==> src/rtl/pwm_evt_pkg.sv <==
package pwm_evt_pkg;

    localparam int unsigned NUM_OUT = 2;
    localparam int unsigned ADDR_W  = 3;
    localparam int unsigned FRC_W   = 2 * NUM_OUT;

    // register addresses
    localparam logic [ADDR_W-1:0] ADR_CMP_A  = 3'd0;
    localparam logic [ADDR_W-1:0] ADR_CMP_B  = 3'd1;
    localparam logic [ADDR_W-1:0] ADR_ACT_A  = 3'd2;
    localparam logic [ADDR_W-1:0] ADR_ACT_B  = 3'd3;
    localparam logic [ADDR_W-1:0] ADR_RELOAD = 3'd4;
    localparam logic [ADDR_W-1:0] ADR_FORCE  = 3'd5;

    // action field positions inside an action register
    localparam int unsigned FLD_ZERO_LSB = 0;
    localparam int unsigned FLD_PRD_LSB  = 2;
    localparam int unsigned FLD_CMPA_LSB = 4;
    localparam int unsigned FLD_CMPB_LSB = 8;
    localparam int unsigned RLD_LSB      = 6;

    typedef enum logic [1:0] {
        ACT_NONE   = 2'b00,
        ACT_LOW    = 2'b01,
        ACT_HIGH   = 2'b10,
        ACT_TOGGLE = 2'b11
    } act_e;

    typedef enum logic [1:0] {
        FRC_OFF  = 2'b00,
        FRC_LOW  = 2'b01,
        FRC_HIGH = 2'b10,
        FRC_DIS  = 2'b11
    } frc_e;

    typedef enum logic [1:0] {
        RLD_ZERO   = 2'b00,
        RLD_PRD    = 2'b01,
        RLD_EITHER = 2'b10,
        RLD_NOW    = 2'b11
    } rld_e;

    typedef struct packed {
        logic cmp_a;
        logic cmp_b;
        logic prd;
        logic zero;
    } evt_t;

    typedef struct packed {
        act_e cmp_a;
        act_e cmp_b;
        act_e prd;
        act_e zero;
    } act_set_t;

    // highest-priority firing event with a non-idle code wins
    function automatic act_e pick_action(input evt_t e, input act_set_t s);
        if (e.cmp_a && s.cmp_a != ACT_NONE) return s.cmp_a;
        if (e.cmp_b && s.cmp_b != ACT_NONE) return s.cmp_b;
        if (e.prd   && s.prd   != ACT_NONE) return s.prd;
        if (e.zero  && s.zero  != ACT_NONE) return s.zero;
        return ACT_NONE;
    endfunction

    function automatic logic apply_action(input act_e a, input logic cur);
        case (a)
            ACT_LOW:    return 1'b0;
            ACT_HIGH:   return 1'b1;
            ACT_TOGGLE: return ~cur;
            default:    return cur;
        endcase
    endfunction

endpackage

==> src/rtl/pwm_evt_regs.sv <==
module pwm_evt_regs
    import pwm_evt_pkg::*;
#(
    parameter int unsigned W = 16
) (
    input  logic                        clk,
    input  logic                        rst,
    input  logic                        wr_en,
    input  logic [ADDR_W-1:0]           wr_addr,
    input  logic [W-1:0]                wr_data,
    input  logic                        tick,
    input  logic                        zero_evt,
    input  logic                        prd_evt,
    output logic [NUM_OUT-1:0][W-1:0]   cmp_val,
    output act_set_t [NUM_OUT-1:0]      acts,
    output logic [FRC_W-1:0]            frc_eff,
    output logic [FRC_W-1:0]            frc_act
);

    logic [NUM_OUT-1:0][W-1:0] cmp_q;
    act_set_t [NUM_OUT-1:0]    act_q;
    rld_e                      rld_q;
    logic [FRC_W-1:0]          frc_shd_q;
    logic [FRC_W-1:0]          frc_act_q;
    logic                      load_now;
    act_set_t                  wr_act;

    // decode an action register write into its event fields
    always_comb begin
        wr_act.zero  = act_e'(wr_data[FLD_ZERO_LSB +: 2]);
        wr_act.prd   = act_e'(wr_data[FLD_PRD_LSB  +: 2]);
        wr_act.cmp_a = act_e'(wr_data[FLD_CMPA_LSB +: 2]);
        wr_act.cmp_b = act_e'(wr_data[FLD_CMPB_LSB +: 2]);
    end

    always_ff @(posedge clk) begin
        if (rst) begin
            cmp_q     <= '0;
            act_q     <= '0;
            rld_q     <= RLD_ZERO;
            frc_shd_q <= '0;
        end else if (wr_en) begin
            case (wr_addr)
                ADR_CMP_A:  cmp_q[0]  <= wr_data;
                ADR_CMP_B:  cmp_q[1]  <= wr_data;
                ADR_ACT_A:  act_q[0]  <= wr_act;
                ADR_ACT_B:  act_q[1]  <= wr_act;
                ADR_RELOAD: rld_q     <= rld_e'(wr_data[RLD_LSB +: 2]);
                ADR_FORCE:  frc_shd_q <= wr_data[FRC_W-1:0];
                default: ;
            endcase
        end
    end

    // reload point for the active force copy
    always_comb begin
        case (rld_q)
            RLD_ZERO:   load_now = tick & zero_evt;
            RLD_PRD:    load_now = tick & prd_evt;
            RLD_EITHER: load_now = tick & (zero_evt | prd_evt);
            default:    load_now = tick;
        endcase
    end

    always_ff @(posedge clk) begin
        if (rst)           frc_act_q <= '0;
        else if (load_now) frc_act_q <= frc_shd_q;
    end

    // on a loading tick the new value already governs the output
    assign frc_eff = load_now ? frc_shd_q : frc_act_q;
    assign frc_act = frc_act_q;
    assign cmp_val = cmp_q;
    assign acts    = act_q;

endmodule

==> src/rtl/pwm_evt_chan.sv <==
module pwm_evt_chan
    import pwm_evt_pkg::*;
(
    input  logic     clk,
    input  logic     rst,
    input  logic     tick,
    input  evt_t     evt,
    input  act_set_t acts,
    input  logic [1:0] frc,
    output logic     out
);

    logic out_q;
    logic out_nxt;
    act_e sel_act;
    frc_e frc_mode;

    assign sel_act  = pick_action(evt, acts);
    assign frc_mode = frc_e'(frc);

    always_comb begin
        case (frc_mode)
            FRC_LOW:  out_nxt = 1'b0;
            FRC_HIGH: out_nxt = 1'b1;
            default:  out_nxt = apply_action(sel_act, out_q);
        endcase
    end

    always_ff @(posedge clk) begin
        if (rst)       out_q <= 1'b0;
        else if (tick) out_q <= out_nxt;
    end

    assign out = out_q;

endmodule

==> src/rtl/pwm_event_action.sv <==
module pwm_event_action
    import pwm_evt_pkg::*;
#(
    parameter int unsigned W = 16
) (
    input  logic              clk,
    input  logic              rst,
    input  logic              tick,
    input  logic              zero_evt,
    input  logic              prd_evt,
    input  logic [W-1:0]      cnt,
    input  logic              cnt_up,
    input  logic              wr_en,
    input  logic [ADDR_W-1:0] wr_addr,
    input  logic [W-1:0]      wr_data,
    output logic              out_a,
    output logic              out_b
);

    logic [NUM_OUT-1:0][W-1:0] cmp_val;
    act_set_t [NUM_OUT-1:0]    acts;
    logic [FRC_W-1:0]          frc_eff;
    logic [FRC_W-1:0]          frc_act;
    logic [NUM_OUT-1:0]        cmp_hit;
    logic [NUM_OUT-1:0]        outs;
    evt_t                      evt;

    pwm_evt_regs #(.W(W)) u_regs (
        .clk      (clk),
        .rst      (rst),
        .wr_en    (wr_en),
        .wr_addr  (wr_addr),
        .wr_data  (wr_data),
        .tick     (tick),
        .zero_evt (zero_evt),
        .prd_evt  (prd_evt),
        .cmp_val  (cmp_val),
        .acts     (acts),
        .frc_eff  (frc_eff),
        .frc_act  (frc_act)
    );

    // compare detection, up-count only
    for (genvar c = 0; c < NUM_OUT; c++) begin : g_cmp
        assign cmp_hit[c] = cnt_up && (cnt == cmp_val[c]);
    end

    always_comb begin
        evt.cmp_a = cmp_hit[0];
        evt.cmp_b = cmp_hit[1];
        evt.prd   = prd_evt;
        evt.zero  = zero_evt;
    end

    for (genvar k = 0; k < NUM_OUT; k++) begin : g_chan
        pwm_evt_chan u_chan (
            .clk  (clk),
            .rst  (rst),
            .tick (tick),
            .evt  (evt),
            .acts (acts[k]),
            .frc  (frc_eff[2*k +: 2]),
            .out  (outs[k])
        );
    end

    assign out_a = outs[0];
    assign out_b = outs[1];

endmodule

==> config.mk <==
export PLATFORM = sky130hd
export DESIGN_NAME = pwm_event_action
export DESIGN_NICKNAME = d
export VERILOG_FILES = /design/src/rtl/pwm_evt_pkg.sv /design/src/rtl/pwm_evt_regs.sv /design/src/rtl/pwm_evt_chan.sv /design/src/rtl/pwm_event_action.sv
export SDC_FILE = /design/constraint.sdc
export NUM_CORES = 1
export LEC_CHECK = 0
export BUFFER_PORTS_ARGS = -buffer_cell sky130_fd_sc_hd__buf_2
export CORE_ASPECT_RATIO = 0.75
export CORE_MARGIN = 1.5
export CORE_UTILIZATION = 36
export CTS_BUF_LIST = sky130_fd_sc_hd__clkbuf_8 sky130_fd_sc_hd__clkbuf_16
export CTS_CLUSTER_DIAMETER = 40
export DETAILED_ROUTE_END_ITERATION = 8
export GPL_TIMING_DRIVEN = 0
export PLACE_DENSITY = 0.6
export SLEW_MARGIN = 20
export SYNTH_ARGS = -nofsm -noshare
export SYNTH_HDL_FRONTEND = slang
export SYNTH_SLANG_ARGS = --single-unit
==> constraint.sdc <==
create_clock -name clk -period 3.5 [get_ports clk]
set_clock_uncertainty 0.15 [all_clocks]
set_input_delay 0.7 -clock clk [delete_from_list [all_inputs] [get_ports clk]]
set_output_delay 0.7 -clock clk [all_outputs]
set_load 0.02 [all_outputs]
==> results.json <==
{
  "yosys_warnings": 0,
  "synth_compound_area_share_pct": 13.9,
  "cp.depth": 11,
  "clockBufferDepth": 2,
  "power_frac_seq_pct": 45.7,
  "slew_headroom_pct": 33.9,
  "drt_iter0_drc": 124,
  "synth_cell_types": 43,
  "postCtsSetupBuffers": 0,
  "gr-total-overflow": 0,
  "die_w_um": 108,
  "synth_fp_nets": 407,
  "hold_ws_ns": 0.306,
  "cts_root_buf": "clkbuf_8",
  "via_per_inst": 5.09,
  "intPower_mw": 1.17,
  "cts.repair.resized": 0,
  "period_minus_slack_ns": 3.07,
  "tritoncts": "yes",
  "worstPathMaxFanout": 4,
  "htreeDepth": 3,
  "path_buf_inv": 2,
  "antenna_found_initial": 0,
  "synth_top_family_by_area": "simple AND/OR/NAND/NOR gates",
  "fmaxAchievable_ghz": 0.326,
  "grt_pass1_wl_mm": 12.2,
  "drive_above_1_share_pct": 16.6,
  "crit_path_end_kind": "flop",
  "ys_ff_latch": 60,
  "rows": 28,
  "crit_path_top_delay_cell": "mux2i_1",
  "gr-usage-all-layers_pct": 18.9,
  "finalSetupTns_ns": 0,
  "cp_slowest_stage_delay_ns": 0.44,
  "holdCritPathClass": "reg -> reg",
  "yosysSeqAreaShare_pct": 40.6,
  "gp_congestion": 0.842,
  "die_h_um": 81.5,
  "max-vdd-ir-drop_mv": 0.269,
  "outcome": "finished, final reports clean",
  "vias": 2647,
  "start_util_pct": 37.3,
  "yosys.area.top_type": "dfxtp_1",
  "yosys-top-cells-area": "dfxtp_1 (41%), nand2_1 (11%), a21oi_1 (7.6%)",
  "most-common-layout-cells": "nand2_1 (89), dfxtp_1 (60), a21oi_1 (45), buf_2 (41), nor2_1 (27)",
  "nets": 459,
  "setup_violations": 0,
  "dieArea_um2": 8770,
  "regToRegEndpoint": "g_chan[0].u_chan.out$_SDFFE_PP0P_",
  "hold_depth": 2,
  "swShare_pct": 24.3,
  "clk_pin_slew_worst_paths_ns": 0.07,
  "wl_per_cell_um": 14.9,
  "stdcell_area_um2": 3510,
  "grt_pass1_vias": 2263,
  "fp.coreArea_um2": 7920,
  "stdcell_count": 520,
  "num_io_pins": 44,
  "synthAdderAreaFrac_pct": 2.96,
  "portBuffers": 41,
  "maxCapViolCount": 0,
  "crit_chain": "inv_1, ha_1, a211oi_1, nor2_1, o21ai_2, mux2i_1, inv_1, ha_1, nor4b_1, a311oi_1, a21boi_1",
  "syn_inst": 358,
  "avgSynthCellArea_um2": 8.26,
  "synth_top_area_share_pct": 40.6,
  "hold-path-endpoint": "u_regs.acts[15]$_SDFFE_PP0P_",
  "cts_inserted_buffers": 9,
  "slew_viol_final": 0,
  "antenna_left": 0,
  "cts_hold_buf": 0,
  "finalHoldViolCount": 0,
  "r2r-start": "u_regs.rld_q[0]$_SDFFE_PP0P_",
  "crit_family": "compound AO/OA/AOI/OAI gates",
  "cts_sinks": 60,
  "synth-simple-area-share_pct": 22.3,
  "clock_latency_ns": 0.34,
  "drt-total-wl_mm": 7.77,
  "p_switching_uw": 375,
  "place_inst": 504,
  "syn_to_final_growth_pct": 18.9,
  "startpoint_type": "flop",
  "r2r_slack_ns": 0.43,
  "cp.required_ns": 3.57,
  "layout_commonest_cell": "nand2_1",
  "grt_start_max_net_pins": 11,
  "drc_errors": 0,
  "synthMuxAreaShare_pct": 6.09,
  "min_period_over_period_pct": 87.6,
  "rsz0062_at_grt": "no",
  "place_area_um2": 3290,
  "tightest_slew_ns": 0.984,
  "critPathKind": "reg -> reg",
  "min_from": "u_regs.acts[15]$_SDFFE_PP0P_",
  "synth_area_um2": 2960,
  "firstDrtPassIters": 5,
  "arrival_ns": 3.13,
  "comb_power_share_pct": 9.6,
  "leakage_nw": 1.36,
  "r2r_cells": 11,
  "finalPower_mw": 1.55,
  "n_antenna_cell": 0,
  "clkPwrFrac_pct": 44.7,
  "synthXorXnorAreaFrac_pct": 9.48,
  "dp_hpwl_mm": 6.12,
  "cellPowerDensity_nw_per_um2": 440
}
how the worst max path moves through the flow:
| stage | slack (ns) | from | to |
|---|---|---|---|
| after floorplan | 0.49 | prd_evt | g_chan[1].u_chan.out$_SDFFE_PP0P_ |
| after global placement | 0.11 | prd_evt | g_chan[0].u_chan.out$_SDFFE_PP0P_ |
| after detailed placement | 0.08 | prd_evt | g_chan[0].u_chan.out$_SDFFE_PP0P_ |
| after CTS | 0.24 | u_regs.rld_q[0]$_SDFFE_PP0P_ | g_chan[0].u_chan.out$_SDFFE_PP0P_ |
| after global routing | 0.11 | u_regs.rld_q[0]$_SDFFE_PP0P_ | g_chan[1].u_chan.out$_SDFFE_PP0P_ |
| final | 0.43 | u_regs.rld_q[0]$_SDFFE_PP0P_ | g_chan[0].u_chan.out$_SDFFE_PP0P_ |
worst reg2reg max path, cell delays in order (launching register included):
cell and delay [ns]:
dfxtp_1 0.39, inv_1 0.06, ha_1 0.31, a211oi_1 0.23, nor2_1 0.09, o21ai_2 0.30, mux2i_1 0.44, inv_1 0.09
ha_1 0.21, nor4b_1 0.40, a311oi_1 0.15, a21boi_1 0.14
stage by stage:
step	util (%)	setup WS, ns
global route	44.4	0.111
finish	44.4	0.433
floorplan	-	0.492
global placement	41.6	0.112
CTS	44.3	0.242
detailed placement	41.6	0.0769
synth_stat cells:
cell type,number
buf_4,1
nand2_2,1
o31a_1,2
o311ai_0,2
and2_2,1
nand4_1,2
xor2_1,15
xnor2_1,17
nor3_2,1
buf_1,1
a32oi_1,2
inv_1,13
nand2b_1,2
mux2i_1,18
nor3_1,3
or4_4,1
a211oi_1,1
dfxtp_1,60
nand4b_1,1
a21boi_1,2
nand4_2,2
or3_1,2
a311oi_1,2
a2bb2oi_1,2
o21ai_0,2
o21ai_1,1
nor4_2,2
or2_2,1
nor4_1,2
a21oi_1,45
bufbuf_16,1
a31oi_1,2
and3_1,1
nor2_1,27
ha_1,7
nand3_1,3
a221oi_2,2
nor4b_1,2
clkbuf_1,12
nor3b_1,1
nand2_1,89
o32ai_1,2
or2_1,2
per-layer routing:
metal,vias up,wire length [µm],track usage (%)
li1,1315,-,-
met1,1236,4070,28.6
met2,91,3120,26.5
met3,5,545,5.71
met4,0,28,2.76
met5,-,0,0
area by class of cell:
| type | instances | area, µm² |
|---|---|---|
| fillers | 840 | 4400 |
| repair buffers | 41 | 205 |
| multi-input cells | 270 | 1620 |
| inverters | 13 | 48.8 |
| well taps | 105 | 131 |
| plain buffers | 15 | 88.8 |
| clock inverters | 6 | 80.1 |
| clock buffers | 10 | 138 |
| flip-flops and latches | 60 | 1200 |
sequential cells by signal (all words and copies together) (netlist names):
| register | cells |
|---|---|
| g_chan.u_chan.out | 2 |
| u_regs.frc_act | 4 |
| u_regs.acts | 16 |
| u_regs.frc_shd_q | 4 |
| u_regs.rld_q | 2 |
| u_regs.cmp_val | 32 |
cells by family after synthesis:
family                     after synthesis
AOI/OAI and AO/OA                       67
xor gates and xnor gates                32
adders and majority gates                7
buffers and inverters                   28
DFF                                     60
muxes                                   18
and+or+nand+nor                        146
power groups by stage:
stage	Clock [mW]	Sequential (mW)	Combinational, mW
floorplan	0	0.721	0.0830
global placement	0	0.721	0.146
detailed placement	0	0.722	0.148
CTS	0.702	0.706	0.149
global route	0.733	0.708	0.165
finish	0.691	0.707	0.149
(Power assumes the default switching activity.)
